===== src/rtl/lsdg_pkg.sv =====
package lsdg_pkg;

    // Per-channel configuration as seen by one channel slice
    typedef struct packed {
        logic on;          // commanded state
        logic pwm_sel;     // PWM pin participates
        logic or_mode;     // 1: OR with PWM, 0: AND with PWM
        logic therm_only;  // 1: no fast short shutdown
    } chan_cfg_t;

    // Fault inputs of one channel slice
    typedef struct packed {
        logic ot;          // over-temperature comparator
        logic vds_hi;      // drain voltage above short threshold
    } chan_flt_t;

    // Global protection state broadcast to all slices
    typedef struct packed {
        logic ov_off;      // qualified over-voltage, gates off
        logic ov_latch;    // latch channels off (policy: stay off)
        logic therm_retry; // thermal recovery policy
        logic hard_off;    // reset pin or supply under-voltage
    } glob_ctl_t;

    // Width for a counter that must hold 0..n
    function automatic int unsigned cnt_width(input int unsigned n);
        return (n < 2) ? 1 : $clog2(n + 1);
    endfunction

    // Command mixing of on bit and PWM pin
    function automatic logic mix_request(input chan_cfg_t c, input logic pwm);
        logic r;
        if (!c.pwm_sel)
            r = c.on;
        else if (c.or_mode)
            r = c.on | pwm;
        else
            r = c.on & pwm;
        return r;
    endfunction

endpackage


===== src/rtl/lsdg_ov_qual.sv =====
module lsdg_ov_qual
    import lsdg_pkg::*;
#(
    parameter int unsigned QUAL_CYC = 6250
) (
    input  logic clk,
    input  logic rst,
    input  logic hard_off,
    input  logic ov_flag,
    output logic ov_active_nxt,
    output logic ov_active
);
    localparam int unsigned CW = cnt_width(QUAL_CYC);
    localparam logic [CW-1:0] LIMIT = CW'(QUAL_CYC);

    logic [CW-1:0] cnt_q, cnt_n;

    always_comb begin
        if (!ov_flag)
            cnt_n = '0;
        else if (cnt_q >= LIMIT)
            cnt_n = cnt_q;
        else
            cnt_n = cnt_q + 1'b1;
        ov_active_nxt = ov_flag && (cnt_n >= LIMIT) && !hard_off;
    end

    always_ff @(posedge clk) begin
        if (rst || hard_off) begin
            cnt_q     <= '0;
            ov_active <= 1'b0;
        end else begin
            cnt_q     <= cnt_n;
            ov_active <= ov_active_nxt;
        end
    end

    AST_OV_CNT_BOUND: assert property (@(posedge clk) disable iff (rst)
        cnt_q <= LIMIT);
    AST_OV_NEEDS_FLAG: assert property (@(posedge clk) disable iff (rst)
        !ov_flag |=> !ov_active);

endmodule


===== src/rtl/lsdg_chan.sv =====
module lsdg_chan
    import lsdg_pkg::*;
#(
    parameter int unsigned FILT_CYC = 34375
) (
    input  logic      clk,
    input  logic      rst,
    input  chan_cfg_t cfg,
    input  chan_flt_t flt,
    input  glob_ctl_t gctl,
    input  logic      pwm_in,
    output logic      gate
);
    localparam int unsigned SW = cnt_width(FILT_CYC);
    localparam logic [SW-1:0] FILT = SW'(FILT_CYC);

    logic [SW-1:0] scnt_q, scnt_n;
    logic          lock_q, lock_n;
    logic          gate_q, gate_n;
    logic          req, short_arm, trip, lock_set;

    always_comb begin
        req       = mix_request(cfg, pwm_in);
        short_arm = gate_q && flt.vds_hi && !cfg.therm_only;
        if (!short_arm)
            scnt_n = '0;
        else if (scnt_q >= FILT)
            scnt_n = scnt_q;
        else
            scnt_n = scnt_q + 1'b1;
        trip     = short_arm && (scnt_n >= FILT);
        lock_set = trip || gctl.ov_latch || (flt.ot && !gctl.therm_retry);
        lock_n   = (lock_q || lock_set) && cfg.on;
        gate_n   = req && !flt.ot && !gctl.ov_off && !lock_q && !trip;
    end

    always_ff @(posedge clk) begin
        if (rst || gctl.hard_off) begin
            scnt_q <= '0;
            lock_q <= 1'b0;
            gate_q <= 1'b0;
        end else begin
            scnt_q <= scnt_n;
            lock_q <= lock_n;
            gate_q <= gate_n;
        end
    end

    assign gate = gate_q;

    AST_NO_REQ_NO_GATE: assert property (@(posedge clk) disable iff (rst)
        !req |=> !gate_q);
    AST_OT_GATE_OFF: assert property (@(posedge clk) disable iff (rst)
        flt.ot |=> !gate_q);
    AST_SHORT_CNT_BOUND: assert property (@(posedge clk) disable iff (rst)
        scnt_q <= FILT);
    AST_LOCK_KEEPS_OFF: assert property (@(posedge clk) disable iff (rst)
        lock_q |-> !gate_q);

endmodule


===== src/rtl/lsd_gate_ctrl.sv =====
module lsd_gate_ctrl
    import lsdg_pkg::*;
#(
    parameter int unsigned NCH            = 16,
    parameter int unsigned OV_QUAL_CYC    = 6250,
    parameter int unsigned SHORT_FILT_CYC = 34375
) (
    input  logic           clk,
    input  logic           rst,
    input  logic           rst_pin_n,
    input  logic           uv_supply,
    input  logic           uv_logic,
    input  logic           pwm_in,
    input  logic           ov_flag,
    input  logic [NCH-1:0] ot_flag,
    input  logic [NCH-1:0] vds_hi,
    input  logic [NCH-1:0] on_bits,
    input  logic [NCH-1:0] pwm_sel,
    input  logic [NCH-1:0] or_mode,
    input  logic [NCH-1:0] therm_only,
    input  logic           ov_resume,
    input  logic           therm_retry,
    output logic [NCH-1:0] gate
);
    logic      hard_off;
    logic      ov_active_nxt, ov_active;
    glob_ctl_t gctl;

    assign hard_off = !rst_pin_n || uv_supply || uv_logic;

    lsdg_ov_qual #(.QUAL_CYC(OV_QUAL_CYC)) u_ov (
        .clk          (clk),
        .rst          (rst),
        .hard_off     (hard_off),
        .ov_flag      (ov_flag),
        .ov_active_nxt(ov_active_nxt),
        .ov_active    (ov_active)
    );

    always_comb begin
        gctl.ov_off      = ov_active_nxt;
        gctl.ov_latch    = ov_active_nxt && !ov_resume;
        gctl.therm_retry = therm_retry;
        gctl.hard_off    = hard_off;
    end

    for (genvar i = 0; i < NCH; i++) begin : g_ch
        chan_cfg_t cfg;
        chan_flt_t flt;
        always_comb begin
            cfg.on         = on_bits[i];
            cfg.pwm_sel    = pwm_sel[i];
            cfg.or_mode    = or_mode[i];
            cfg.therm_only = therm_only[i];
            flt.ot         = ot_flag[i];
            flt.vds_hi     = vds_hi[i];
        end
        lsdg_chan #(.FILT_CYC(SHORT_FILT_CYC)) u_ch (
            .clk   (clk),
            .rst   (rst),
            .cfg   (cfg),
            .flt   (flt),
            .gctl  (gctl),
            .pwm_in(pwm_in),
            .gate  (gate[i])
        );
    end

    AST_OV_ALL_OFF: assert property (@(posedge clk) disable iff (rst)
        ov_active |-> (gate == '0));
    AST_HARD_OFF_CLEARS: assert property (@(posedge clk) disable iff (rst)
        hard_off |=> (gate == '0));

endmodule


===== config.mk =====
export PLATFORM = sky130hd
export DESIGN_NAME = lsd_gate_ctrl
export DESIGN_NICKNAME = d
export VERILOG_FILES = /design/src/rtl/lsdg_pkg.sv /design/src/rtl/lsdg_ov_qual.sv /design/src/rtl/lsdg_chan.sv /design/src/rtl/lsd_gate_ctrl.sv
export SDC_FILE = /design/constraint.sdc
export NUM_CORES = 1
export LEC_CHECK = 0
export CAP_MARGIN = 20
export CORE_AREA = 2 2 183 185
export DETAILED_ROUTE_END_ITERATION = 16
export DIE_AREA = 0 0 185 187
export MAX_ROUTING_LAYER = met4
export PLACE_DENSITY = 0.76
export SKIP_LAST_GASP = 1
export SYNTH_ARGS = -nofsm -noshare
export SYNTH_HDL_FRONTEND = slang
export SYNTH_SLANG_ARGS = --single-unit
export TNS_END_PERCENT = 1

===== constraint.sdc =====
create_clock -name clk -period 3 [get_ports clk]
set_input_delay 0.9 -clock clk [delete_from_list [all_inputs] [get_ports clk]]
set_output_delay 0.9 -clock clk [all_outputs]
set_load 0.05 [all_outputs]

==> impl_metrics.yaml <==
timing:
  slew_violations: 0
  holdWs_ns: 0.416
  finClkSkew_ns: 0.0167
  tightestPinTransition_ns: 0.613
  fmax_mhz: 337
  min_period_over_period_pct: 98.8
  hold_viol: 0
  finalSetupViolations: 0
  fin_crit_ns: 2.96
  relSlewSlack_pct: 58.7
  rsz0062_at_grt: "true"
synth:
  synth-seq-cells: 301
  yosysTopAreaCell: "dfxtp_1"
  avgSynthCellArea_um2: 7.95
  synth_cells: 2194
  yosys-top-cells-count: "nor2_1 (357), dfxtp_1 (301), nand2_1 (208)"
  synth_nets: 2317
  ys_types: 92
  synth_top_area_share_pct: 34.5
  synth_warnings: 0
  synthArstFlopShare_pct: 0
  ys_seq_area_share_pct: 34.5
  syn_area_um2: 17400
  synth_top_flop_cell: "dfxtp_1"
  synth-edff-count: 0
  synth_most_common_cell: "nor2_1"
  ys_top_cells_by_area: "dfxtp_1 (35%), nor2_1 (7.7%), xor2_1 (6.2%), xnor2_1 (5.8%), nand2_1 (4.5%)"
critical_path:
  rrSetupSlack_ns: 0.04
  cp_num_buf_inv: 2
  critical_path_depth: 11
  path_class: "reg -> reg"
  ff2ff_path_depth: 11
  cp.required_ns: 3.44
  max_stage_delay_ns: 0.57
  cp_max_fo: 6
  cp_cell_sequence: "inv_1 > ha_1 > nor4_2 > o31ai_4 > a211oi_4 > buf_4 > nor2b_1 > o221ai_1 > o211a_1 > or4_4 > a31oi_1"
  end_kind: "flop"
  crit_slowest_cell: "or4_4"
  critPathTopFamily: "simple AND/OR/NAND/NOR gates"
  start_kind: "flop"
  crit_arrival_ns: 3.40
finish:
  fillers: 2781
  areaGrowthSynthToFinish_pct: 20.4
  nets: 2466
  utilization_pct: 63.9
  drive_above_1_share_pct: 10.1
  fin_cells: 2821
flow_run:
  maxCapViolations: 0
global_route:
  track_usage_pct: 24.8
  grt_pass1_wl_um: 70600
  grt_overflow: 0
  antenna_found_initial: 2
  grt_start_max_net_pins: 17
  grt_pass1_vias: 15200
placement:
  place_congestion: 0.932
  port_buffers: 120
  dp_hpwl_um: 30500
  placed_cells: 2752
routing:
  postRouteAntennaNets: 0
  vias: 16300
  drtIter0Drc: 982
  routedWlPerCell_um: 15.1
  finalWirelength_um: 42600
  viasPerCell: 5.78
  first_pass_iters: 7
  drt_drc_violations_left: 0
clock_network:
  root_buffer: "clkbuf_16"
  clock_latency_ns: 0.52
  hold_buffers: 0
  numClockSinks: 301
  cts_resized: 0
  tritoncts: "built"
  clockBufferDepth: 3
  numCtsBuffers: 37
  cts_max_level: 2
  postCtsSetupBuffers: 0
  clk_pin_slew_ns: 0.06
run_status:
  status: "finished clean"
power:
  combPwrFrac_pct: 3.0
  p_seq_share_pct: 43.0
  p_per_area_nw_per_um2: 443
  clock_power_share_pct: 54.0
  peakVddDrop_uv: 418
  swShare_pct: 19.9
  switching_power_uw: 1850
  leakagePower_uw: 0.00723
  intPower_uw: 7460
die:
  core_area_um2: 32900
  die_x_um: 185
  initial_core_util_pct: 53.1
  ios: 121
  die_h_um: 187
  rows: 67
  die-area_um2: 34600
min_path:
  hold_class: "reg -> reg"
  whs_path_depth: 1
-- per-stage QoR --
step | instance area [um2] | total power, uW | setup slack [ns] | setup TNS [ns]
after floorplan | 17400 | 4170 | 0.107 | 0
final | 21000 | 9310 | 0.0359 | 0
after global placement | 19500 | 4360 | -0.0372 | -0.0372
after global routing | 21000 | 9590 | -0.108 | -0.982
after CTS | 20900 | 9400 | 0.00609 | 0
after detailed placement | 19500 | 4370 | -0.0376 | -0.0900
-- flip-flops by register name, indices dropped and copies added (netlist names) --
name	flops
g_ch.u_ch.gate	16
g_ch.u_ch.lock_q	16
g_ch.u_ch.scnt_q	256
u_ov.cnt_q	13
-- worst paths after layout --
check	start	end
max	u_ov.cnt_q[0]	g_ch[15].u_ch.lock_q
min	g_ch[9].u_ch.lock_q	g_ch[9].u_ch.gate
max reg2reg	u_ov.cnt_q[0]	g_ch[15].u_ch.lock_q
min reg2reg	g_ch[9].u_ch.lock_q	g_ch[9].u_ch.gate
-- cell families after synthesis --
kind of cell | count (synthesis) | synth area share, %
multiplexers | 25 | 1.51
adder cells (fa/ha/maj) | 18 | 1.29
buffers and inverters | 136 | 3.34
AND/OR/NAND/NOR | 1101 | 32.3
AO/OA/AOI/OAI | 374 | 15.0
flip-flops | 301 | 34.5
XOR/XNOR | 239 | 12.0
-- final cells by class --
class                   instances  area [um2]  share of cell area (%)
diodes                          2        5.00                  0.0238
clock buffers                  51        1080                    5.15
clock inverters                16         312                    1.48
inverters                      23        86.3                   0.411
multi-input cells            1757       10900                    52.0
flip-flops and latches        301        6030                    28.7
well taps                     448         561                    2.67
repair buffers                223        2010                    9.58
-- cells in the final DEF (no fill, tap or decap), types with 9 or more instances in the layout --
| master | n |
|---|---|
| nand3_1 | 99 |
| nand4b_1 | 16 |
| o22ai_1 | 9 |
| bufinv_16 | 9 |
| o211ai_1 | 14 |
| nor2_1 | 355 |
| ha_1 | 18 |
| buf_4 | 100 |
| o21a_1 | 9 |
| nor2b_1 | 25 |
| clkbuf_16 | 39 |
| a22oi_1 | 15 |
| nor3b_1 | 15 |
| o21ai_0 | 61 |
| nand2_1 | 208 |
| a21o_1 | 20 |
| nand2b_1 | 26 |
| a21oi_1 | 74 |
| mux2i_1 | 17 |
| xnor2_1 | 116 |
| nor3_1 | 53 |
| and3_1 | 52 |
| a31oi_1 | 38 |
| nand4_1 | 53 |
| a211oi_1 | 11 |
| or2_2 | 18 |
| nand3b_1 | 23 |
| dfxtp_1 | 301 |
| xor2_1 | 122 |
| and4_1 | 16 |
| clkdlybuf4s50_1 | 120 |
| nor4b_1 | 14 |
| and2_1 | 25 |
| o311ai_0 | 9 |
| nor4_1 | 26 |
| or3_1 | 32 |
| inv_1 | 23 |
-- routing by layer --
layer | vias up | GRT usage, % | wire length [um]
li1 | 8144 | - | -
met1 | 7626 | 30.6 | 18700
met2 | 444 | 40.8 | 20100
met3 | 97 | 3.74 | 2430
met4 | 0 | 9.16 | 1420
met5 | - | - | 0
-- power groups by stage --
stage               Sequential [uW]  Clock, uW  Combinational (uW)
floorplan                      4090          0                76.1
global placement               4090          0                 270
detailed placement             4090          0                 274
CTS                            4000       5120                 276
global route                   4000       5290                 290
finish                         4010       5030                 276
Power figures use the tool's default switching activity.
